--- src/rtl/vcache_pkg.sv ---
package vcache_pkg;
  typedef enum logic [1:0] {
    KIND_MAIN = 2'd0,
    KIND_VICT = 2'd1,
    KIND_MISS = 2'd2
  } kind_e;

  typedef enum logic [2:0] {
    ST_IDLE,
    ST_LOOKUP,
    ST_SWAP,
    ST_WBACK,
    ST_FILL
  } state_e;
endpackage

--- src/rtl/vcache_main_array.sv ---
module vcache_main_array #(
  parameter int IDX_W  = 3,
  parameter int TAG_W  = 11,
  parameter int LINE_W = 128
) (
  input  logic              clk_i,
  input  logic              rst_ni,
  input  logic [IDX_W-1:0]  rd_idx_i,
  output logic              rd_valid_o,
  output logic              rd_dirty_o,
  output logic [TAG_W-1:0]  rd_tag_o,
  output logic [LINE_W-1:0] rd_data_o,
  input  logic              wr_en_i,
  input  logic [IDX_W-1:0]  wr_idx_i,
  input  logic              wr_dirty_i,
  input  logic [TAG_W-1:0]  wr_tag_i,
  input  logic [LINE_W-1:0] wr_data_i
);
  localparam int LINES = 1 << IDX_W;

  logic [LINES-1:0]  valid_q;
  logic [LINES-1:0]  dirty_q;
  logic [TAG_W-1:0]  tag_q  [LINES];
  logic [LINE_W-1:0] data_q [LINES];

  always_ff @(posedge clk_i or negedge rst_ni) begin
    if (!rst_ni) begin
      valid_q <= '0;
      dirty_q <= '0;
    end else if (wr_en_i) begin
      valid_q[wr_idx_i] <= 1'b1;
      dirty_q[wr_idx_i] <= wr_dirty_i;
    end
  end

  always_ff @(posedge clk_i) begin
    if (wr_en_i) begin
      tag_q[wr_idx_i]  <= wr_tag_i;
      data_q[wr_idx_i] <= wr_data_i;
    end
  end

  assign rd_valid_o = valid_q[rd_idx_i];
  assign rd_dirty_o = dirty_q[rd_idx_i];
  assign rd_tag_o   = tag_q[rd_idx_i];
  assign rd_data_o  = data_q[rd_idx_i];
endmodule

--- src/rtl/vcache_victim_store.sv ---
module vcache_victim_store #(
  parameter int N      = 4,
  parameter int BLK_W  = 14,
  parameter int LINE_W = 128,
  localparam int SEL_W = (N > 1) ? $clog2(N) : 1,
  localparam int CNT_W = $clog2(N + 1)
) (
  input  logic              clk_i,
  input  logic              rst_ni,
  input  logic [BLK_W-1:0]  look_blk_i,
  output logic              hit_o,
  output logic [SEL_W-1:0]  hit_sel_o,
  output logic              hit_dirty_o,
  output logic [LINE_W-1:0] hit_data_o,
  output logic              full_o,
  output logic [BLK_W-1:0]  old_blk_o,
  output logic              old_dirty_o,
  output logic [LINE_W-1:0] old_data_o,
  input  logic              rm_en_i,
  input  logic [SEL_W-1:0]  rm_sel_i,
  input  logic              push_en_i,
  input  logic [BLK_W-1:0]  push_blk_i,
  input  logic              push_dirty_i,
  input  logic [LINE_W-1:0] push_data_i
);
  // entry 0 is the oldest insertion; entries [0, cnt_q) are live
  logic [CNT_W-1:0]  cnt_q, cnt_n;
  logic [BLK_W-1:0]  blk_q  [N];
  logic [BLK_W-1:0]  blk_n  [N];
  logic [N-1:0]      dirty_q, dirty_n;
  logic [LINE_W-1:0] data_q [N];
  logic [LINE_W-1:0] data_n [N];
  logic [N-1:0]      match;

  for (genvar g = 0; g < N; g++) begin : g_cmp
    assign match[g] = (CNT_W'(g) < cnt_q) && (blk_q[g] == look_blk_i);
  end

  always_comb begin
    hit_sel_o = '0;
    for (int i = N - 1; i >= 0; i--) begin
      if (match[i]) hit_sel_o = SEL_W'(i);
    end
  end

  assign hit_o       = |match;
  assign hit_dirty_o = dirty_q[hit_sel_o];
  assign hit_data_o  = data_q[hit_sel_o];
  assign full_o      = (cnt_q == CNT_W'(N));
  assign old_blk_o   = blk_q[0];
  assign old_dirty_o = dirty_q[0];
  assign old_data_o  = data_q[0];

  always_comb begin
    cnt_n   = cnt_q;
    blk_n   = blk_q;
    dirty_n = dirty_q;
    data_n  = data_q;
    if (rm_en_i) begin
      for (int i = 0; i < N - 1; i++) begin
        if (SEL_W'(i) >= rm_sel_i) begin
          blk_n[i]   = blk_q[i+1];
          dirty_n[i] = dirty_q[i+1];
          data_n[i]  = data_q[i+1];
        end
      end
      cnt_n = cnt_q - CNT_W'(1);
    end
    if (push_en_i) begin
      if (cnt_n == CNT_W'(N)) begin
        for (int i = 0; i < N - 1; i++) begin
          blk_n[i]   = blk_n[i+1];
          dirty_n[i] = dirty_n[i+1];
          data_n[i]  = data_n[i+1];
        end
        blk_n[N-1]   = push_blk_i;
        dirty_n[N-1] = push_dirty_i;
        data_n[N-1]  = push_data_i;
      end else begin
        for (int i = 0; i < N; i++) begin
          if (CNT_W'(i) == cnt_n) begin
            blk_n[i]   = push_blk_i;
            dirty_n[i] = push_dirty_i;
            data_n[i]  = push_data_i;
          end
        end
        cnt_n = cnt_n + CNT_W'(1);
      end
    end
  end

  always_ff @(posedge clk_i or negedge rst_ni) begin
    if (!rst_ni) begin
      cnt_q   <= '0;
      dirty_q <= '0;
    end else begin
      cnt_q   <= cnt_n;
      dirty_q <= dirty_n;
    end
  end

  always_ff @(posedge clk_i) begin
    blk_q  <= blk_n;
    data_q <= data_n;
  end
endmodule

--- src/rtl/vcache_vb.sv ---
module vcache_vb
  import vcache_pkg::*;
#(
  parameter int ADDR_W = 16,
  parameter int DATA_W = 32,
  parameter int OFF_W  = 2,
  parameter int IDX_W  = 3,
  parameter int VICT_N = 4,
  localparam int WORDS  = 1 << OFF_W,
  localparam int LINE_W = WORDS * DATA_W,
  localparam int BLK_W  = ADDR_W - OFF_W,
  localparam int TAG_W  = BLK_W - IDX_W,
  localparam int SEL_W  = (VICT_N > 1) ? $clog2(VICT_N) : 1
) (
  input  logic              clk_i,
  input  logic              rst_ni,
  input  logic              req_valid_i,
  output logic              req_ready_o,
  input  logic              req_we_i,
  input  logic [ADDR_W-1:0] req_addr_i,
  input  logic [DATA_W-1:0] req_wdata_i,
  output logic              resp_valid_o,
  output logic [DATA_W-1:0] resp_rdata_o,
  output logic [1:0]        resp_kind_o,
  output logic              mem_req_o,
  output logic              mem_we_o,
  output logic [BLK_W-1:0]  mem_addr_o,
  output logic [LINE_W-1:0] mem_wdata_o,
  input  logic              mem_ack_i,
  input  logic [LINE_W-1:0] mem_rdata_i
);
  state_e state_q, state_n;
  logic [ADDR_W-1:0] addr_q;
  logic              we_q;
  logic [DATA_W-1:0] wdata_q;

  logic [OFF_W-1:0] off;
  logic [IDX_W-1:0] idx;
  logic [TAG_W-1:0] tag;
  logic [BLK_W-1:0] blk;
  assign off = addr_q[OFF_W-1:0];
  assign idx = addr_q[OFF_W +: IDX_W];
  assign tag = addr_q[ADDR_W-1 -: TAG_W];
  assign blk = addr_q[ADDR_W-1:OFF_W];

  logic              m_valid, m_dirty;
  logic [TAG_W-1:0]  m_tag;
  logic [LINE_W-1:0] m_data;
  logic              mw_en;
  logic [LINE_W-1:0] new_line;
  logic              new_dirty;

  logic              v_hit, v_hit_dirty, v_full, v_old_dirty;
  logic [SEL_W-1:0]  v_hit_sel;
  logic [LINE_W-1:0] v_hit_data, v_old_data;
  logic [BLK_W-1:0]  v_old_blk;
  logic              v_rm, v_push;

  logic  main_hit;
  logic  resp_fire;
  kind_e kind_n;
  logic [LINE_W-1:0] src_line;
  logic              src_dirty;
  logic [DATA_W-1:0] word_out;

  vcache_main_array #(
    .IDX_W (IDX_W),
    .TAG_W (TAG_W),
    .LINE_W(LINE_W)
  ) main_i (
    .clk_i     (clk_i),
    .rst_ni    (rst_ni),
    .rd_idx_i  (idx),
    .rd_valid_o(m_valid),
    .rd_dirty_o(m_dirty),
    .rd_tag_o  (m_tag),
    .rd_data_o (m_data),
    .wr_en_i   (mw_en),
    .wr_idx_i  (idx),
    .wr_dirty_i(new_dirty),
    .wr_tag_i  (tag),
    .wr_data_i (new_line)
  );

  vcache_victim_store #(
    .N     (VICT_N),
    .BLK_W (BLK_W),
    .LINE_W(LINE_W)
  ) vict_i (
    .clk_i       (clk_i),
    .rst_ni      (rst_ni),
    .look_blk_i  (blk),
    .hit_o       (v_hit),
    .hit_sel_o   (v_hit_sel),
    .hit_dirty_o (v_hit_dirty),
    .hit_data_o  (v_hit_data),
    .full_o      (v_full),
    .old_blk_o   (v_old_blk),
    .old_dirty_o (v_old_dirty),
    .old_data_o  (v_old_data),
    .rm_en_i     (v_rm),
    .rm_sel_i    (v_hit_sel),
    .push_en_i   (v_push),
    .push_blk_i  ({m_tag, idx}),
    .push_dirty_i(m_dirty),
    .push_data_i (m_data)
  );

  assign main_hit = m_valid && (m_tag == tag);

  always_comb begin
    unique case (state_q)
      ST_SWAP: begin
        src_line  = v_hit_data;
        src_dirty = v_hit_dirty;
      end
      ST_FILL: begin
        src_line  = mem_rdata_i;
        src_dirty = 1'b0;
      end
      default: begin
        src_line  = m_data;
        src_dirty = m_dirty;
      end
    endcase
    new_line = src_line;
    if (we_q) new_line[int'(off)*DATA_W +: DATA_W] = wdata_q;
    new_dirty = src_dirty | we_q;
    word_out  = new_line[int'(off)*DATA_W +: DATA_W];
  end

  always_comb begin
    state_n   = state_q;
    mw_en     = 1'b0;
    v_rm      = 1'b0;
    v_push    = 1'b0;
    resp_fire = 1'b0;
    kind_n    = KIND_MISS;
    mem_req_o = 1'b0;
    mem_we_o  = 1'b0;
    mem_addr_o = blk;
    unique case (state_q)
      ST_IDLE: if (req_valid_i) state_n = ST_LOOKUP;
      ST_LOOKUP: begin
        if (main_hit) begin
          mw_en     = we_q;
          resp_fire = 1'b1;
          kind_n    = KIND_MAIN;
          state_n   = ST_IDLE;
        end else if (v_hit) begin
          state_n = ST_SWAP;
        end else if (m_valid && v_full && v_old_dirty) begin
          state_n = ST_WBACK;
        end else begin
          state_n = ST_FILL;
        end
      end
      ST_SWAP: begin
        mw_en     = 1'b1;
        v_rm      = 1'b1;
        v_push    = m_valid;
        resp_fire = 1'b1;
        kind_n    = KIND_VICT;
        state_n   = ST_IDLE;
      end
      ST_WBACK: begin
        mem_req_o  = 1'b1;
        mem_we_o   = 1'b1;
        mem_addr_o = v_old_blk;
        if (mem_ack_i) state_n = ST_FILL;
      end
      ST_FILL: begin
        mem_req_o = 1'b1;
        if (mem_ack_i) begin
          mw_en     = 1'b1;
          v_push    = m_valid;
          resp_fire = 1'b1;
          kind_n    = KIND_MISS;
          state_n   = ST_IDLE;
        end
      end
      default: state_n = ST_IDLE;
    endcase
  end

  assign mem_wdata_o = v_old_data;
  assign req_ready_o = (state_q == ST_IDLE);

  always_ff @(posedge clk_i or negedge rst_ni) begin
    if (!rst_ni) begin
      state_q      <= ST_IDLE;
      addr_q       <= '0;
      we_q         <= 1'b0;
      wdata_q      <= '0;
      resp_valid_o <= 1'b0;
      resp_rdata_o <= '0;
      resp_kind_o  <= 2'd0;
    end else begin
      state_q      <= state_n;
      resp_valid_o <= resp_fire;
      if (state_q == ST_IDLE && req_valid_i) begin
        addr_q  <= req_addr_i;
        we_q    <= req_we_i;
        wdata_q <= req_wdata_i;
      end
      if (resp_fire) begin
        resp_rdata_o <= word_out;
        resp_kind_o  <= kind_n;
      end
    end
  end
endmodule

--- config.mk ---
export PLATFORM = sky130hd
export DESIGN_NAME = vcache_vb
export DESIGN_NICKNAME = d
export VERILOG_FILES = /design/src/rtl/vcache_pkg.sv /design/src/rtl/vcache_main_array.sv /design/src/rtl/vcache_victim_store.sv /design/src/rtl/vcache_vb.sv
export SDC_FILE = /design/constraint.sdc
export NUM_CORES = 2
export LEC_CHECK = 0
export BUFFER_PORTS_ARGS = -buffer_cell sky130_fd_sc_hd__buf_2
export CAP_MARGIN = 15
export CORE_ASPECT_RATIO = 0.9
export CORE_UTILIZATION = 25
export CTS_BUF_LIST = sky130_fd_sc_hd__clkbuf_8
export DETAILED_ROUTE_END_ITERATION = 10
export PLACE_DENSITY_LB_ADDON = 0.1
export SLEW_MARGIN = 20
export SYNTH_ARGS = -nofsm -noshare
export SYNTH_HDL_FRONTEND = slang
export SYNTH_SLANG_ARGS = --single-unit
--- constraint.sdc ---
create_clock -name clk_i -period 14.9 [get_ports clk_i]
set_clock_uncertainty 0.15 [all_clocks]
set_input_delay 2.235 -clock clk_i [delete_from_list [all_inputs] [get_ports clk_i]]
set_output_delay 2.235 -clock clk_i [all_outputs]
set_load 0.01 [all_outputs]
==> run_summary.xml <==
<?xml version="1.0" encoding="UTF-8"?>
<metrics>
  <group name="synthesis">
    <metric name="ys_warn_count" unit="">0</metric>
    <metric name="synth.distinct_cells" unit="">94</metric>
    <metric name="syn_nets" unit="">6497</metric>
    <metric name="synth.largest_area_cell" unit="">edfxtp_1</metric>
    <metric name="synth_enable_flop_cells" unit="">1254</metric>
    <metric name="synthDominantCellAreaShare" unit="%">46.2</metric>
    <metric name="yosysMostFrequentCell" unit="">edfxtp_1</metric>
    <metric name="yosys_register_bits" unit="">1790</metric>
    <metric name="postSynthCellCount" unit="">6304</metric>
    <metric name="ys_seq_area_share" unit="%">60.1</metric>
    <metric name="post_synth_top_cells" unit="">edfxtp_1, mux2i_1, nand2_1, dfxtp_1, nor2_1</metric>
    <metric name="mappedNetlistArea" unit="µm²">81400</metric>
    <metric name="yosys-top-cells-area" unit="">edfxtp_1, dfxtp_1, mux2i_1, dfrtp_1, o221ai_1</metric>
    <metric name="synthesis.area_per_instance" unit="µm²">12.9</metric>
    <metric name="synth-main-ff-cell" unit="">edfxtp_1</metric>
    <metric name="async_flop_share" unit="%">6.15</metric>
  </group>
  <group name="timing">
    <metric name="fin_setup_tns" unit="ns">0</metric>
    <metric name="rsz0062_at_grt" unit="">no</metric>
    <metric name="timing_worst_slew_pin_value" unit="ns">1.31</metric>
    <metric name="hold_viol_final" unit="">0</metric>
    <metric name="timing.final.ws_setup" unit="ns">7.04</metric>
    <metric name="setup_violations" unit="">0</metric>
    <metric name="slew_headroom" unit="%">12.3</metric>
    <metric name="finalCriticalPeriod" unit="ns">7.86</metric>
    <metric name="fin_crit_sh" unit="%">52.7</metric>
    <metric name="achievable-frequency" unit="MHz">127</metric>
    <metric name="report.final.slew_viol_count" unit="">0</metric>
    <metric name="hold-worst-slack" unit="ns">0.316</metric>
  </group>
  <group name="clock_network">
    <metric name="htree_levels" unit="">5</metric>
    <metric name="cts.clk_slew.worst_paths" unit="ns">0.06</metric>
    <metric name="cts_resized" unit="">0</metric>
    <metric name="cts_buffers" unit="">345</metric>
    <metric name="cts_tree" unit="">yes</metric>
    <metric name="max_root_sink_buffers" unit="">4</metric>
    <metric name="clock-root-buffer" unit="">clkbuf_8</metric>
    <metric name="post-cts-setup-buffer-count" unit="">0</metric>
    <metric name="cts_hold_buf" unit="">0</metric>
    <metric name="clock-sinks" unit="">1790</metric>
    <metric name="insertion_delay" unit="ns">1.00</metric>
  </group>
  <group name="detailed_routing">
    <metric name="routedWlPerCell" unit="µm">38.3</metric>
    <metric name="vias" unit="">62000</metric>
    <metric name="antenna_left" unit="">0</metric>
    <metric name="final_routed_drc_violation_total" unit="">0</metric>
    <metric name="post_drt_via_cell_ratio" unit="">5.54</metric>
    <metric name="drtIter0Drc" unit="">7364</metric>
    <metric name="drtPass1Iterations" unit="">8</metric>
    <metric name="detail_route.wirelength" unit="µm">429000</metric>
  </group>
  <group name="critical_path">
    <metric name="rr_endpoint" unit="">main_i.dirty_q[4]</metric>
    <metric name="data_required_time_of_the_critical_path" unit="ns">15.58</metric>
    <metric name="regToRegStartpoint" unit="">addr_q[2]</metric>
    <metric name="path_cells" unit="">buf_4 -&gt; buf_4 -&gt; and3b_4 -&gt; a22oi_1 -&gt; and3b_1 -&gt; o211ai_1 -&gt; nor4_1 -&gt; a31oi_4 -&gt; buf_4 -&gt; clkinv_2 -&gt; o21ai_4 -&gt; nor3_4 -&gt; buf_4 -&gt; buf_4 -&gt; mux2_1</metric>
    <metric name="slowest_stage" unit="">dfrtp_4</metric>
    <metric name="timing.critical_path.buf_inv" unit="">6</metric>
    <metric name="worst_setup_path_start_kind" unit="">register</metric>
    <metric name="path_delay_family" unit="">buffers and inverters</metric>
    <metric name="r2r_slack" unit="ns">7.04</metric>
    <metric name="critPathKind" unit="">register to register</metric>
    <metric name="crit_path_max_incr_delay" unit="ns">0.88</metric>
    <metric name="timing.critical_path.mode_cell" unit="">buf_4</metric>
    <metric name="end_kind" unit="">register</metric>
    <metric name="worst_r2r_path_depth" unit="">15</metric>
    <metric name="arrival_time_at_the_worst_endpoint" unit="ns">8.54</metric>
    <metric name="cp_max_fo" unit="">53</metric>
  </group>
  <group name="placement">
    <metric name="dp_hpwl" unit="µm">280000</metric>
    <metric name="placement.cell_area" unit="µm²">87700</metric>
    <metric name="finalWeightedCongestion" unit="">0.882</metric>
    <metric name="place_worst_setup_slack" unit="ns">6.89</metric>
    <metric name="port_buffers" unit="">360</metric>
  </group>
  <group name="grt">
    <metric name="grt_util_all_layers" unit="%">25.3</metric>
    <metric name="grt_remaining_overflow" unit="">0</metric>
    <metric name="grt_pass1_vias" unit="">59800</metric>
    <metric name="grt_antenna_before_repair" unit="">59</metric>
    <metric name="grt_max_degree" unit="">107</metric>
    <metric name="grt_pass1_wl" unit="µm">568000</metric>
  </group>
  <group name="floorplan">
    <metric name="num_io_pins" unit="">361</metric>
    <metric name="die_x" unit="µm">604</metric>
    <metric name="die-area" unit="µm²">328000</metric>
    <metric name="floorplan.initialDensity" unit="%">25.2</metric>
    <metric name="core_area" unit="µm²">324000</metric>
    <metric name="placementRows" unit="">198</metric>
    <metric name="die_height" unit="µm">543</metric>
  </group>
  <group name="run_status">
    <metric name="outcome" unit="">completed</metric>
  </group>
  <group name="job">
    <metric name="timing.max_cap.violations" unit="">0</metric>
  </group>
  <group name="finish">
    <metric name="drive_gt1_share" unit="%">20.6</metric>
    <metric name="final_nets" unit="">6802</metric>
    <metric name="area_growth_syn_to_layout" unit="%">15.5</metric>
    <metric name="layout.cell_area.non_filler" unit="µm²">94100</metric>
    <metric name="n_fill_cell" unit="">33000</metric>
  </group>
  <group name="power">
    <metric name="power.density" unit="nW/µm²">254</metric>
    <metric name="vdd_ir_drop_max" unit="µV">107</metric>
    <metric name="p_leak" unit="nW">33.4</metric>
    <metric name="total_power" unit="mW">23.9</metric>
  </group>
  <group name="hold_path">
    <metric name="worst_min_path_class" unit="">register to register</metric>
    <metric name="hold-path-endpoint" unit="">main_i.valid_q[7]</metric>
    <metric name="hp-start" unit="">main_i.valid_q[7]</metric>
    <metric name="worst_hold_path.num_cells" unit="">1</metric>
  </group>
</metrics>
## layout by cell type, fill, tap and decap left out, drive strengths merged, types with 31 or more instances in the layout
master,count
a222oi,65
o22ai,46
a211oi,140
and2,35
o21ai,162
xnor2,42
and3,31
nor3,31
clkbuf,384
o221ai,289
a221oi,198
inv,193
a22oi,135
a221o,147
buf,617
clkinv,83
a21oi,217
nor2,319
dfxtp,426
mux2i,754
edfxtp,1254
nand3,44
nand2,514
dfrtp,110
mux2,213
## area by class of cell
class | instances | area [µm²] | share of cell area (%)
sequential | 1790 | 49000 | 52.0
inverter | 49 | 189 | 0.201
multi-input combinational | 3806 | 29300 | 31.2
tap | 4300 | 5380 | 5.72
clock buffer | 384 | 5290 | 5.62
clock inverter | 236 | 1050 | 1.12
timing repair buffer | 617 | 3860 | 4.10
antenna | 21 | 52.6 | 0.0558
## report_power, final
group          leakage [nW]  total, mW  switching, mW  internal [mW]
logic                  13.4       10.7           7.83           2.90
clock network          3.77       4.70           2.28           2.42
registers              16.2       8.51           1.26           7.26
total                  33.4       23.9           11.4           12.6
## kinds of logic after synthesis
logic type,share of synthesized area (%)
compound gates,15.6
xor+xnor,0.710
fa+ha+maj,0.184
buf+inv,4.56
flops,60.1
mux,12.8
simple gates,6.09
## through the flow
| stage | utilization (%) | cells |
|---|---|---|
| after floorplan | - | 6304 |
| after global placement | 27.1 | 10600 |
| after detailed placement | 27.1 | 10600 |
| after CTS | 29.0 | 11200 |
| after global routing | 29.1 | 11200 |
| final | 29.1 | 11200 |
## per-layer routing
metal	share of wire [%]	track usage, %	wire length, µm
met1	44	34.2	189000
met2	44	39.1	190000
met3	6.6	4.27	28300
met4	5.2	12.5	22200
met5	0.014	0	62
## state kept, by name (all words and copies together), names as in the netlist
name	flops
vict_i.dirty_q	4
wdata_q	32
state_q	3
main_i.data_q	1024
main_i.valid_q	8
vict_i.old_data_o	128
addr_q	16
vict_i.blk_q	42
main_i.dirty_q	8
resp_valid_o	1
vict_i.old_blk_o	14
main_i.tag_q	88
vict_i.data_q	384
resp_kind_o	2
we_q	1
resp_rdata_o	32
vict_i.cnt_q	3
## worst max-delay path by stage
| stage | from | end | slack (ns) | depth (start not counted) |
|---|---|---|---|---|
| global placement | addr_q[2] | main_i.dirty_q[4] | 6.99 | 15 |
| finish | addr_q[2] | main_i.dirty_q[4] | 7.04 | 15 |
| global route | addr_q[2] | main_i.dirty_q[4] | 6.71 | 15 |
| detailed placement | addr_q[2] | main_i.dirty_q[4] | 6.89 | 15 |
| floorplan | mem_ack_i | vict_i.dirty_q[3] | 3.75 | 7 |
| CTS | addr_q[2] | main_i.dirty_q[4] | 6.94 | 15 |
No activity file was read; power rests on OpenSTA's default activity.
